==> config.mk <==
export PLATFORM = sky130hd
export DESIGN_NAME = board_irq_expander
export DESIGN_NICKNAME = d
export VERILOG_FILES = /design/src/rtl/irqx_pkg.sv /design/src/rtl/irqx_decode.sv /design/src/rtl/irqx_pending.sv /design/src/rtl/irqx_mask.sv /design/src/rtl/board_irq_expander.sv
export SDC_FILE = /design/constraint.sdc
export NUM_CORES = 1
export LEC_CHECK = 0
export ABC_AREA = 1
export BUFFER_PORTS_ARGS = -buffer_cell sky130_fd_sc_hd__buf_2
export CAP_MARGIN = 30
export CORE_UTILIZATION = 59
export CTS_BUF_LIST = sky130_fd_sc_hd__clkbuf_16
export CTS_CLUSTER_SIZE = 28
export DETAILED_ROUTE_END_ITERATION = 7
export PLACE_DENSITY_LB_ADDON = 0.2
export REMOVE_ABC_BUFFERS = 1
export SYNTH_ARGS = -nofsm -noshare
export SYNTH_HDL_FRONTEND = slang
export SYNTH_HIERARCHICAL = 1
export SYNTH_SLANG_ARGS = --single-unit
export TNS_END_PERCENT = 10
==> constraint.sdc <==
create_clock -name clk -period 1.7 [get_ports clk]
set_input_delay 0.085 -clock clk [delete_from_list [all_inputs] [get_ports clk]]
set_output_delay 0.085 -clock clk [all_outputs]
set_load 0.05 [all_outputs]
==> src/rtl/irqx_pkg.sv <==
package irqx_pkg;

    // Register offsets; software depends on these exact positions.
    localparam int unsigned OFF_PENDING = 'h16;
    localparam int unsigned OFF_LIVE    = 'h18;
    localparam int unsigned OFF_MSET    = 'h1A;
    localparam int unsigned OFF_MCLR    = 'h1C;

    typedef enum logic [2:0] {
        SEL_NONE    = 3'd0,
        SEL_PENDING = 3'd1,
        SEL_LIVE    = 3'd2,
        SEL_MSET    = 3'd3,
        SEL_MCLR    = 3'd4
    } reg_sel_e;

endpackage

==> src/rtl/irqx_decode.sv <==
module irqx_decode
    import irqx_pkg::*;
#(
    parameter int unsigned ADDR_W = 8
) (
    input  logic [ADDR_W-1:0] addr,
    input  logic              wr_en,
    output reg_sel_e          sel,
    output logic              wr_pending,
    output logic              wr_mset,
    output logic              wr_mclr
);

    always_comb begin
        if (addr == ADDR_W'(OFF_PENDING)) begin
            sel = SEL_PENDING;
        end else if (addr == ADDR_W'(OFF_LIVE)) begin
            sel = SEL_LIVE;
        end else if (addr == ADDR_W'(OFF_MSET)) begin
            sel = SEL_MSET;
        end else if (addr == ADDR_W'(OFF_MCLR)) begin
            sel = SEL_MCLR;
        end else begin
            sel = SEL_NONE;
        end
        wr_pending = wr_en && (sel == SEL_PENDING);
        wr_mset    = wr_en && (sel == SEL_MSET);
        wr_mclr    = wr_en && (sel == SEL_MCLR);
    end

endmodule

==> src/rtl/irqx_pending.sv <==
module irqx_pending #(
    parameter int unsigned NUM_SRC = 16
) (
    input  logic               clk,
    input  logic               rst_n,
    input  logic [NUM_SRC-1:0] src,
    input  logic               clr_en,
    input  logic [NUM_SRC-1:0] clr_bits,
    output logic [NUM_SRC-1:0] pending
);

    typedef struct packed {
        logic [NUM_SRC-1:0] pend;
        logic [NUM_SRC-1:0] prev;
    } pend_state_t;

    pend_state_t st_d, st_q;
    logic [NUM_SRC-1:0] rise;
    logic [NUM_SRC-1:0] clr_mask;

    always_comb begin
        rise     = src & ~st_q.prev;
        clr_mask = clr_en ? clr_bits : '0;
        st_d      = st_q;
        st_d.prev = src;
        // A new edge overrides a clear in the same cycle.
        st_d.pend = (st_q.pend & ~clr_mask) | rise;
    end

    always_ff @(posedge clk or negedge rst_n) begin
        if (!rst_n) begin
            st_q <= '0;
        end else begin
            st_q <= st_d;
        end
    end

    assign pending = st_q.pend;

    for (genvar i = 0; i < NUM_SRC; i++) begin : g_bit_chk
        AST_EDGE_SETS_FLAG: assert property (@(posedge clk) disable iff (!rst_n)
            (src[i] && !st_q.prev[i]) |=> pending[i]);
        AST_NO_SPONTANEOUS_SET: assert property (@(posedge clk) disable iff (!rst_n)
            $rose(pending[i]) |-> $past(src[i] && !st_q.prev[i]));
        AST_W1C_CLEARS: assert property (@(posedge clk) disable iff (!rst_n)
            (clr_en && clr_bits[i] && !(src[i] && !st_q.prev[i])) |=> !pending[i]);
        AST_SET_BEATS_CLEAR: assert property (@(posedge clk) disable iff (!rst_n)
            (clr_en && clr_bits[i] && src[i] && !st_q.prev[i]) |=> pending[i]);
        AST_ZERO_BIT_KEEPS: assert property (@(posedge clk) disable iff (!rst_n)
            (pending[i] && !(clr_en && clr_bits[i])) |=> pending[i]);
    end

endmodule

==> src/rtl/irqx_mask.sv <==
module irqx_mask #(
    parameter int unsigned NUM_SRC = 16
) (
    input  logic               clk,
    input  logic               rst_n,
    input  logic               set_en,
    input  logic               clr_en,
    input  logic [NUM_SRC-1:0] bits,
    output logic [NUM_SRC-1:0] mask
);

    typedef struct packed {
        logic [NUM_SRC-1:0] en;
    } mask_state_t;

    mask_state_t st_d, st_q;

    always_comb begin
        st_d = st_q;
        if (set_en) begin
            st_d.en = st_q.en | bits;
        end else if (clr_en) begin
            st_d.en = st_q.en & ~bits;
        end
    end

    always_ff @(posedge clk or negedge rst_n) begin
        if (!rst_n) begin
            st_q <= '0;
        end else begin
            st_q <= st_d;
        end
    end

    assign mask = st_q.en;

    AST_MASK_SET_APPLIES: assert property (@(posedge clk) disable iff (!rst_n)
        set_en |=> ((mask & $past(bits)) == $past(bits)));
    AST_MASK_SET_KEEPS: assert property (@(posedge clk) disable iff (!rst_n)
        set_en |=> ((mask & ~$past(bits)) == ($past(mask) & ~$past(bits))));
    AST_MASK_CLR_APPLIES: assert property (@(posedge clk) disable iff (!rst_n)
        clr_en |=> ((mask & $past(bits)) == '0));
    AST_MASK_IDLE_STABLE: assert property (@(posedge clk) disable iff (!rst_n)
        (!set_en && !clr_en) |=> $stable(mask));

endmodule

==> src/rtl/board_irq_expander.sv <==
module board_irq_expander
    import irqx_pkg::*;
#(
    parameter int unsigned NUM_SRC = 16,
    parameter int unsigned ADDR_W  = 8
) (
    input  logic               clk,
    input  logic               rst_n,
    input  logic [NUM_SRC-1:0] irq_src,
    input  logic [ADDR_W-1:0]  bus_addr,
    input  logic               bus_wr_en,
    input  logic [NUM_SRC-1:0] bus_wdata,
    output logic [NUM_SRC-1:0] bus_rdata,
    output logic               host_irq
);

    typedef struct packed {
        logic [NUM_SRC-1:0] rdata;
        logic               irq;
    } top_state_t;

    top_state_t         st_d, st_q;
    reg_sel_e           sel;
    logic               wr_pending;
    logic               wr_mset;
    logic               wr_mclr;
    logic [NUM_SRC-1:0] pending_w;
    logic [NUM_SRC-1:0] mask_w;

    irqx_decode #(.ADDR_W(ADDR_W)) u_decode (
        .addr       (bus_addr),
        .wr_en      (bus_wr_en),
        .sel        (sel),
        .wr_pending (wr_pending),
        .wr_mset    (wr_mset),
        .wr_mclr    (wr_mclr)
    );

    irqx_pending #(.NUM_SRC(NUM_SRC)) u_pending (
        .clk      (clk),
        .rst_n    (rst_n),
        .src      (irq_src),
        .clr_en   (wr_pending),
        .clr_bits (bus_wdata),
        .pending  (pending_w)
    );

    irqx_mask #(.NUM_SRC(NUM_SRC)) u_mask (
        .clk    (clk),
        .rst_n  (rst_n),
        .set_en (wr_mset),
        .clr_en (wr_mclr),
        .bits   (bus_wdata),
        .mask   (mask_w)
    );

    always_comb begin
        st_d     = st_q;
        st_d.irq = |(pending_w & mask_w);
        unique case (sel)
            SEL_PENDING: st_d.rdata = pending_w;
            SEL_LIVE:    st_d.rdata = irq_src;
            SEL_MSET,
            SEL_MCLR:    st_d.rdata = mask_w;
            default:     st_d.rdata = '0;
        endcase
    end

    always_ff @(posedge clk or negedge rst_n) begin
        if (!rst_n) begin
            st_q <= '0;
        end else begin
            st_q <= st_d;
        end
    end

    assign bus_rdata = st_q.rdata;
    assign host_irq  = st_q.irq;

    AST_IRQ_ONE_CLOCK_LAG: assert property (@(posedge clk) disable iff (!rst_n)
        host_irq == $past(|(pending_w & mask_w)));
    AST_LIVE_READ: assert property (@(posedge clk) disable iff (!rst_n)
        (sel == SEL_LIVE) |=> (bus_rdata == $past(irq_src)));
    AST_UNMAPPED_READ_ZERO: assert property (@(posedge clk) disable iff (!rst_n)
        (sel == SEL_NONE) |=> (bus_rdata == '0));
    AST_MASK_READ_ALIAS: assert property (@(posedge clk) disable iff (!rst_n)
        (sel == SEL_MSET || sel == SEL_MCLR) |=> (bus_rdata == $past(mask_w)));
    AST_RESET_QUIET: assert property (@(posedge clk)
        !rst_n |-> (!host_irq && bus_rdata == '0));

endmodule

# After elaboration in Yosys (flattened, before gate mapping)
# Cells that the tools add are included.
word_totals:
  out_inout_bits: 17
  input_bits: 43
  regBits: 65
op_classes:
  bitwise_logic: 9
  mux: 8
  n_reduce_logical: 6
  n_eq_ne: 8
op_table:
  columns: ["op", "count"]
  rows:
  - ["$and A16 B16 Y16", 4]
  - ["$mux W16", 3]
  - ["$not A16 Y16", 3]
  - ["$pmux W16 S3", 1]
  - ["$eq A8 B5 Y1 const B", 4]
  - ["$or A16 B16 Y16", 2]
  - ["$reduce_or A16 Y1", 1]
  - ["$mux W3", 4]
  - ["$eq A3 B2 Y1 const B", 2]
  - ["$eq A3 B1 Y1 const B", 1]
  - ["$eq A3 B3 Y1 const B", 1]
  - ["$logic_and A1 B1 Y1", 3]
  - ["$reduce_bool A2 Y1", 1]
  - ["$reduce_or A2 Y1", 1]

# Depth between registers and ports, before layout
# Gate-level depths: netlist of the first run.
depth:
  depth_word: 11
  ltp_mapped: 11
  ltp_nobuf: 10

# Cells and area by module
# Netlist of the first run, hierarchy kept.
modules_own_cells:
  columns: ["mod", "cells_per_inst", "n_inst", "area_per_inst_um2"]
  rows:
  - ["irqx_pending", 130, 1, 1270.0]
  - ["board_irq_expander", 127, 1, 934.6]
  - ["irqx_mask", 84, 1, 685.7]
  - ["irqx_decode", 33, 1, 133.9]

# Worst setup path after synthesis of the first run
# No wires, ideal clock.
synth_path:
  path_kind: "input to register"
  from: "input port bus_addr[5]"
  to: "register st_q, in the netlist bus_rdata[13]"
  t_required_ns: 1.634
  arrival_ns: 1.334
  cell_stages: 7
  path_buffers: 1
  slack_ns: 0.300
  path_cell_list: "inv_1 -> nand2_1 -> nor3_1 -> nor3b_4 -> buf_6 -> nand2_1 -> nand3_2"
synth_rtl:
  columns: ["element", "line_no", "rtl"]
  rows:
  - ["start, declared", "board_irq_expander.sv:10", "input logic [ADDR_W-1:0] bus_addr,"]
  - ["end signal, assigned", "board_irq_expander.sv:73", "st_q <= st_d;"]
  - ["end, declared", "board_irq_expander.sv:22", "top_state_t st_d, st_q;"]

==> flow_metrics.py, run 1 <==
metrics = {
    "worst_setup_path": {
        "reg2reg_depth": 6,
        "cp.depth": 9,
        "cp-startpoint": "bus_addr[0]",
        "cp-end-kind": "register",
        "critPathMaxStageDelay_ns": 0.64,
        "path_buf_inv": 2,
        "r2r_slack_ns": 0.77,
        "path_delay_family": "simple AND/OR/NAND/NOR gates",
        "crit_end": "bus_rdata[15]",
        "worstPathArrival_ns": 1.55,
        "path_class": "input port to register",
        "crit_top_cell": "nand2_1",
        "worst-path-max-fanout": 16,
        "critPathSlowestCell": "o21ai_2",
        "crit_chain": "buf_2 > inv_1 > nand2_1 > nor2_1 > nand2_1 > nand2_1 > o21ai_2 > nand3_1 > nand3_1",
        "reg2reg_to": "host_irq",
        "cp.required_ns": 1.95,
        "crit_path_start_kind": "input port",
    },
    "clocking": {
        "cts_tree": "yes",
        "path_clk_slew_ns": 0.05,
        "clk_latency_ns": 0.32,
        "cts_num_sinks": 65,
        "cts_resized": 0,
        "clockBufferDepth": 2,
        "numCtsBuffers": 9,
        "root_buffer": "clkbuf_16",
        "cts_setup_buffers": 0,
        "h-tree-depth": 3,
    },
    "drt": {
        "wirelength_um": 6707,
        "route.vias.total": 2588,
        "drt-wirelength-per-cell_um": 12.82,
        "viasPerCell": 4.948,
        "dr.pass1.iters": 4,
        "drtIter0Drc": 155,
        "drc": 0,
        "ant_nets": 0,
    },
    "flow_run": {
        "drv_cap": 0,
    },
    "sta": {
        "post-route-period-util_pct": 76.46,
        "max_slew.worst_pin.slew_ns": 0.7420,
        "slew_violations": 0,
        "max_freq_ghz": 0.7694,
        "maxSlewHeadroom_pct": 50.53,
        "tns_ns": 0,
        "setup_violations": 0,
        "period_minus_slack_ns": 1.300,
        "hold_viol": 0,
        "rsz0062_at_grt": "false",
        "final.setup_skew_ns": 0.003857,
    },
    "global_route": {
        "use_met2_pct": 47.40,
        "grt_busiest_layer": "met2",
        "grt_max_degree": 66,
        "grt_pass1_wl_um": 11130,
        "grt-ovfl-total": 0,
        "antenna_found_initial": 0,
        "grt_use_met3_pct": 9.739,
        "use_met1_pct": 33.33,
        "track_usage_pct": 28.25,
        "grt_pass1_vias": 2611,
    },
    "final_layout": {
        "area_delta_synth_final_pct": 25.78,
        "num_antenna_cells": 0,
        "drive_gt1_share_pct": 21.49,
        "fin_area_um2": 3804,
        "fin_util_pct": 78.96,
        "final_nets": 495,
    },
    "logic_synthesis": {
        "synthesis.area_um2": 3024,
        "avgSynthCellArea_um2": 8.086,
        "synth_seq_cells": 65,
        "ys_types": 18,
        "ys_seq_area_share_pct": 53.79,
        "postSynthCellCount": 374,
        "yosys_warnings": 6,
    },
    "floorplan": {
        "io_pins": 60,
        "chipWidth_um": 73.60,
        "initial_core_util_pct": 62.78,
        "num_rows": 25,
        "core_um2": 4817,
        "die_h_um": 73.60,
        "dieArea_um2": 5416,
    },
    "run_status": {
        "status": "finished, final reports clean",
    },
    "power": {
        "p_leak_uw": 0.002095,
        "ir_worst_vdd_mv": 0.7497,
        "powerDensity_nw_per_um2": 996.7,
    },
    "placement": {
        "place_area_um2": 3283,
        "place.gp.congestion": 0.7799,
        "hpwl_um": 4190,
        "port_buffers": 59,
    },
    "min_path": {
        "hold_class": "input port to register",
    },
}
-- worst reg2reg max path: cells and delay by family (launching register included) --
kind                   cells  cell delay [ns]
flip-flops                 1             0.40
AND/OR/NAND/NOR            5             0.37
buffers and inverters      1             0.06
-- how the worst min path moves through the flow --
stage                  from            endpoint  slack, ns  cells after the start
6_report       bus_wdata[0]            register      0.008                      3
5_1_grt        bus_wdata[1]            register       0.01                      3
4_1_cts        bus_wdata[0]            register      0.001                      3
3_5_place_dp          rst_n  u_pending/st_q[14]       0.12                      2
3_3_place_gp          rst_n       bus_rdata[14]       0.13                      2
2_1_floorplan         rst_n        bus_rdata[0]      -0.21                      0
-- logic make-up after synthesis --
family / Yosys count / synth area share (%)
buffers and inverters: 58 / 11.34
AND/OR/NAND/NOR: 250 / 34.59
AO/OA/AOI/OAI: 1 / 0.2897
flip-flops: 65 / 53.79
-- timing repair --
action	in CTS	in global routing
endpoints found under the setup margin	0	0
hold buffers	22	0
endpoints found under the hold margin	90	0
-- cell usage in the layout (no fill, tap or decap) --
cell type	instances
nand2_1	195
dfrtp_1	65
buf_2	59
inv_1	33
nand3_1	30
dlygate4sd3_1	22
buf_4	11
clkbuf_16	9
nor2_1	8
nand2_2	7
nand3_2	3
clkinv_1	3
nor2_2	3
bufinv_16	2
o21ai_2	1
nor3b_4	1
nor2_4	1
nand4_1	1
buf_12	1
nor3_1	1
-- metrics by stage --
stage | total power [uW] | setup slack (ns) | hold WS (ns) | std cells
3_3_place_gp | 1905 | 0.1918 | 0.1267 | 486
6_report | 3791 | 0.4003 | 0.007589 | 523
2_1_floorplan | 1768 | 0.2489 | -0.2106 | 348
3_5_place_dp | 1915 | 0.1404 | 0.1221 | 486
5_1_grt | 3901 | 0.2264 | 0.01374 | 523
4_1_cts | 3803 | 0.4086 | 0.001312 | 523
-- final cells by class --
class / count / area (um2)
sequential: 65 / 1627
multi-input combinational: 251 / 1055
fill: 345 / 1013
timing repair buffer: 93 / 618.1
clock buffer: 9 / 225.2
inverter: 32 / 120.1
tap: 67 / 83.83
clock inverter: 6 / 75.07
-- synth_stat cells --
master / number / area [um2]
nand2_1: 195 / 732.0
dfrtp_1: 65 / 1627
inv_1: 32 / 120.1
nand3_1: 30 / 150.1
buf_4: 17 / 127.6
nor2_1: 8 / 30.03
nand2_2: 7 / 43.79
buf_6: 4 / 45.04
buf_2: 3 / 15.01
nand3_2: 3 / 30.03
nor2_2: 3 / 18.77
buf_12: 1 / 20.02
buf_8: 1 / 15.01
nand4_1: 1 / 6.260
nor2_4: 1 / 11.26
nor3_1: 1 / 5.000
nor3b_4: 1 / 18.77
o21ai_2: 1 / 8.760
-- power breakdown --
part / internal [uW] / leakage, uW / total (uW) / switching [uW]
Combinational: 119 / 0.00116 / 307 / 187
Sequential: 1600 / 0.000782 / 1620 / 24.2
Clock: 1250 / 0.000149 / 1860 / 608
Total: 2970 / 0.00209 / 3790 / 819
-- metal layers --
| metal | wire length [um] | part of all wire, % |
|---|---|---|
| met1 | 2665 | 40 |
| met2 | 3445 | 51 |
| met3 | 500 | 7.5 |
| met4 | 95 | 1.4 |
| met5 | 0 | 0 |
No activity file was read; power rests on OpenSTA's default activity.
==> run 2: changes to the inputs <==
--- a/config.mk
+++ b/config.mk
@@ -8,7 +8,7 @@
 export ABC_AREA = 1
 export BUFFER_PORTS_ARGS = -buffer_cell sky130_fd_sc_hd__buf_2
 export CAP_MARGIN = 30
-export CORE_UTILIZATION = 59
+export CORE_UTILIZATION = 55
 export CTS_BUF_LIST = sky130_fd_sc_hd__clkbuf_16
 export CTS_CLUSTER_SIZE = 28
 export DETAILED_ROUTE_END_ITERATION = 7
==> constraint.sdc (replaced) <==
create_clock -name clk -period 1.25 [get_ports clk]
set_input_delay 0.0625 -clock clk [delete_from_list [all_inputs] [get_ports clk]]
set_output_delay 0.0625 -clock clk [all_outputs]
set_load 0.05 [all_outputs]
==> run 2 against run 1 <==
Design area up 3.8%. Clock-buffer cell count unchanged. Register-to-register slack worse by 0.46 ns. Combinational power up 42%. Largest power group unchanged. Sequential share of layout area down 1.6 points. Clock power up 25%. Global-route usage down 1.8 points. Total power up 31%. Highest routed layer unchanged.
==> flow_metrics.py, run 2 (synthesized netlist as in run 1, its figures left out) <==
metrics = {
    "worst_setup_path": {
        "worstPathArrival_ns": 1.34,
        "crit_chain": "buf_2 > inv_1 > nand2_1 > nor2_1 > nand2_1 > nand2_1 > buf_4 > nand2_1 > nand2_1 > buf_12 > nand3_1 > nand3_1",
        "cp.required_ns": 1.50,
        "path_delay_family": "simple AND/OR/NAND/NOR gates",
        "path_class": "input port to register",
        "critPathSlowestCell": "buf_4",
        "worst-path-max-fanout": 16,
        "critPathMaxStageDelay_ns": 0.16,
        "crit_top_cell": "nand2_1",
        "path_buf_inv": 4,
        "crit_path_start_kind": "input port",
        "cp-end-kind": "register",
    },
    "global_route": {
        "grt_pass1_vias": 2680,
        "grt_pass1_wl_um": 11800,
        "track_usage_pct": 26.43,
        "grt-ovfl-total": 0,
        "antenna_found_initial": 0,
        "grt_max_degree": 56,
    },
    "drt": {
        "dr.pass1.iters": 5,
        "viasPerCell": 4.819,
        "drc": 0,
        "drt-wirelength-per-cell_um": 12.62,
        "ant_nets": 0,
        "wirelength_um": 6830,
        "drtIter0Drc": 133,
        "route.vias.total": 2607,
    },
    "floorplan": {
        "num_rows": 26,
        "die_h_um": 76.15,
        "io_pins": 60,
        "chipWidth_um": 76.15,
        "core_um2": 5205,
        "initial_core_util_pct": 58.10,
        "dieArea_um2": 5799,
    },
    "sta": {
        "finalWorstSetupSlack_ns": 0.1692,
        "slew_violations": 0,
        "hold_viol": 0,
        "post-route-period-util_pct": 86.46,
        "maxSlewHeadroom_pct": 67.14,
        "tns_ns": 0,
        "max_freq_ghz": 0.9253,
        "holdWs_ns": 0.003511,
        "max_slew.worst_pin.slew_ns": 0.4910,
        "setup_violations": 0,
        "final.setup_skew_ns": 0.005660,
        "period_minus_slack_ns": 1.081,
        "rsz0062_at_grt": "false",
    },
    "clocking": {
        "h-tree-depth": 3,
        "cts_tree": "yes",
        "cts_num_sinks": 65,
        "clockBufferDepth": 2,
        "path_clk_slew_ns": 0.05,
        "cts_setup_buffers": 0,
        "clk_latency_ns": 0.32,
        "numCtsBuffers": 9,
        "root_buffer": "clkbuf_16",
    },
    "placement": {
        "place.gp.congestion": 0.7686,
        "port_buffers": 59,
        "hpwl_um": 4493,
        "dp_slack_ns": -0.2822,
    },
    "final_layout": {
        "mostFrequentLayoutCells": "195 x nand2_1, 65 x dfrtp_1, 59 x buf_2",
        "drive_gt1_share_pct": 22.93,
        "final_nets": 510,
        "area_delta_synth_final_pct": 30.53,
        "nFillCells": 404,
        "num_antenna_cells": 0,
        "final_common_cell": "nand2_1",
        "fin_util_pct": 75.84,
    },
    "power": {
        "p_leak_uw": 0.002168,
        "ir_worst_vdd_mv": 0.8894,
        "powerDensity_nw_per_um2": 1259,
        "finalPower_uw": 4971,
    },
    "run_status": {
        "status": "finished, final reports clean",
    },
    "flow_run": {
        "drv_cap": 0,
    },
    "min_path": {
        "hold_class": "input port to register",
    },
}
-- run 2: changes by cell type in the layout (fill, tap and decap cells not counted), moves of 2 or more --
cell | before | now
dlygate4sd3_1 | 22 | 29
clkinv_1 | 3 | 0
buf_12 | 1 | 3
clkinv_2 | 0 | 3
buf_4 | 11 | 17
-- run 2: worst paths after layout --
kind / start / cells after the start / to / slack, ns
setup / recovery: bus_addr[0] / 12 / bus_rdata[12] / 0.17
hold / removal: bus_wdata[5] / 3 / register / 0.004
setup reg to reg: u_pending/pending[6] / 6 / host_irq / 0.31
hold reg to reg: u_pending/st_q[1] / 3 / u_pending/pending[1] / 0.47
max in group asynchronous: rst_n / 3 / asynchronous set/reset pin / 0.53
min in group asynchronous: rst_n / 2 / u_pending/st_q[1] / 0.16
-- run 2: worst register-to-register path, delay by kind of cell, from the launching register on --
| kind | cells | cell delay, ns |
|---|---|---|
| flops | 1 | 0.40 |
| simple gates | 5 | 0.37 |
| buf+inv | 1 | 0.05 |
-- run 2: cell type report --
class | instances | area (um2) | area share (%)
multi-input combinational | 251 | 1062 | 26.91
clock buffer | 9 | 225.2 | 5.705
inverter | 32 | 120.1 | 3.043
sequential | 65 | 1627 | 41.20
clock inverter | 6 | 52.55 | 1.331
tap | 70 | 87.58 | 2.219
timing repair buffer | 108 | 773.2 | 19.59
-- run 2: metrics by stage --
stage | area (um2) | std cells
finish | 3948 | 541
global route | 3948 | 541
CTS | 3940 | 541
detailed placement | 3372 | 497
floorplan | 2801 | 348
global placement | 3372 | 497
-- run 2: report_power, final --
| part | internal [uW] | total, uW | switching [uW] |
|---|---|---|---|
| clock network | 1500 | 2330 | 824 |
| logic | 179 | 435 | 256 |
| registers | 2180 | 2210 | 33.2 |
-- run 2: metal layers --
metal / part of all wire (%) / track usage [%] / vias to the layer above / routed length (um)
li1: - / - / 1305 / -
met1: 42 / 32.26 / 1208 / 2862
met2: 51 / 45.64 / 90 / 3499
met3: 6.2 / 6.467 / 4 / 424
met4: 0.63 / 9.615 / 0 / 43
met5: 0 / 0 / - / 0
-- run 2: repair_timing --
item,CTS,global route
resized for setup,0,1
hold endpoints to repair,112,0
setup endpoints to repair,0,15
hold buffers,29,0
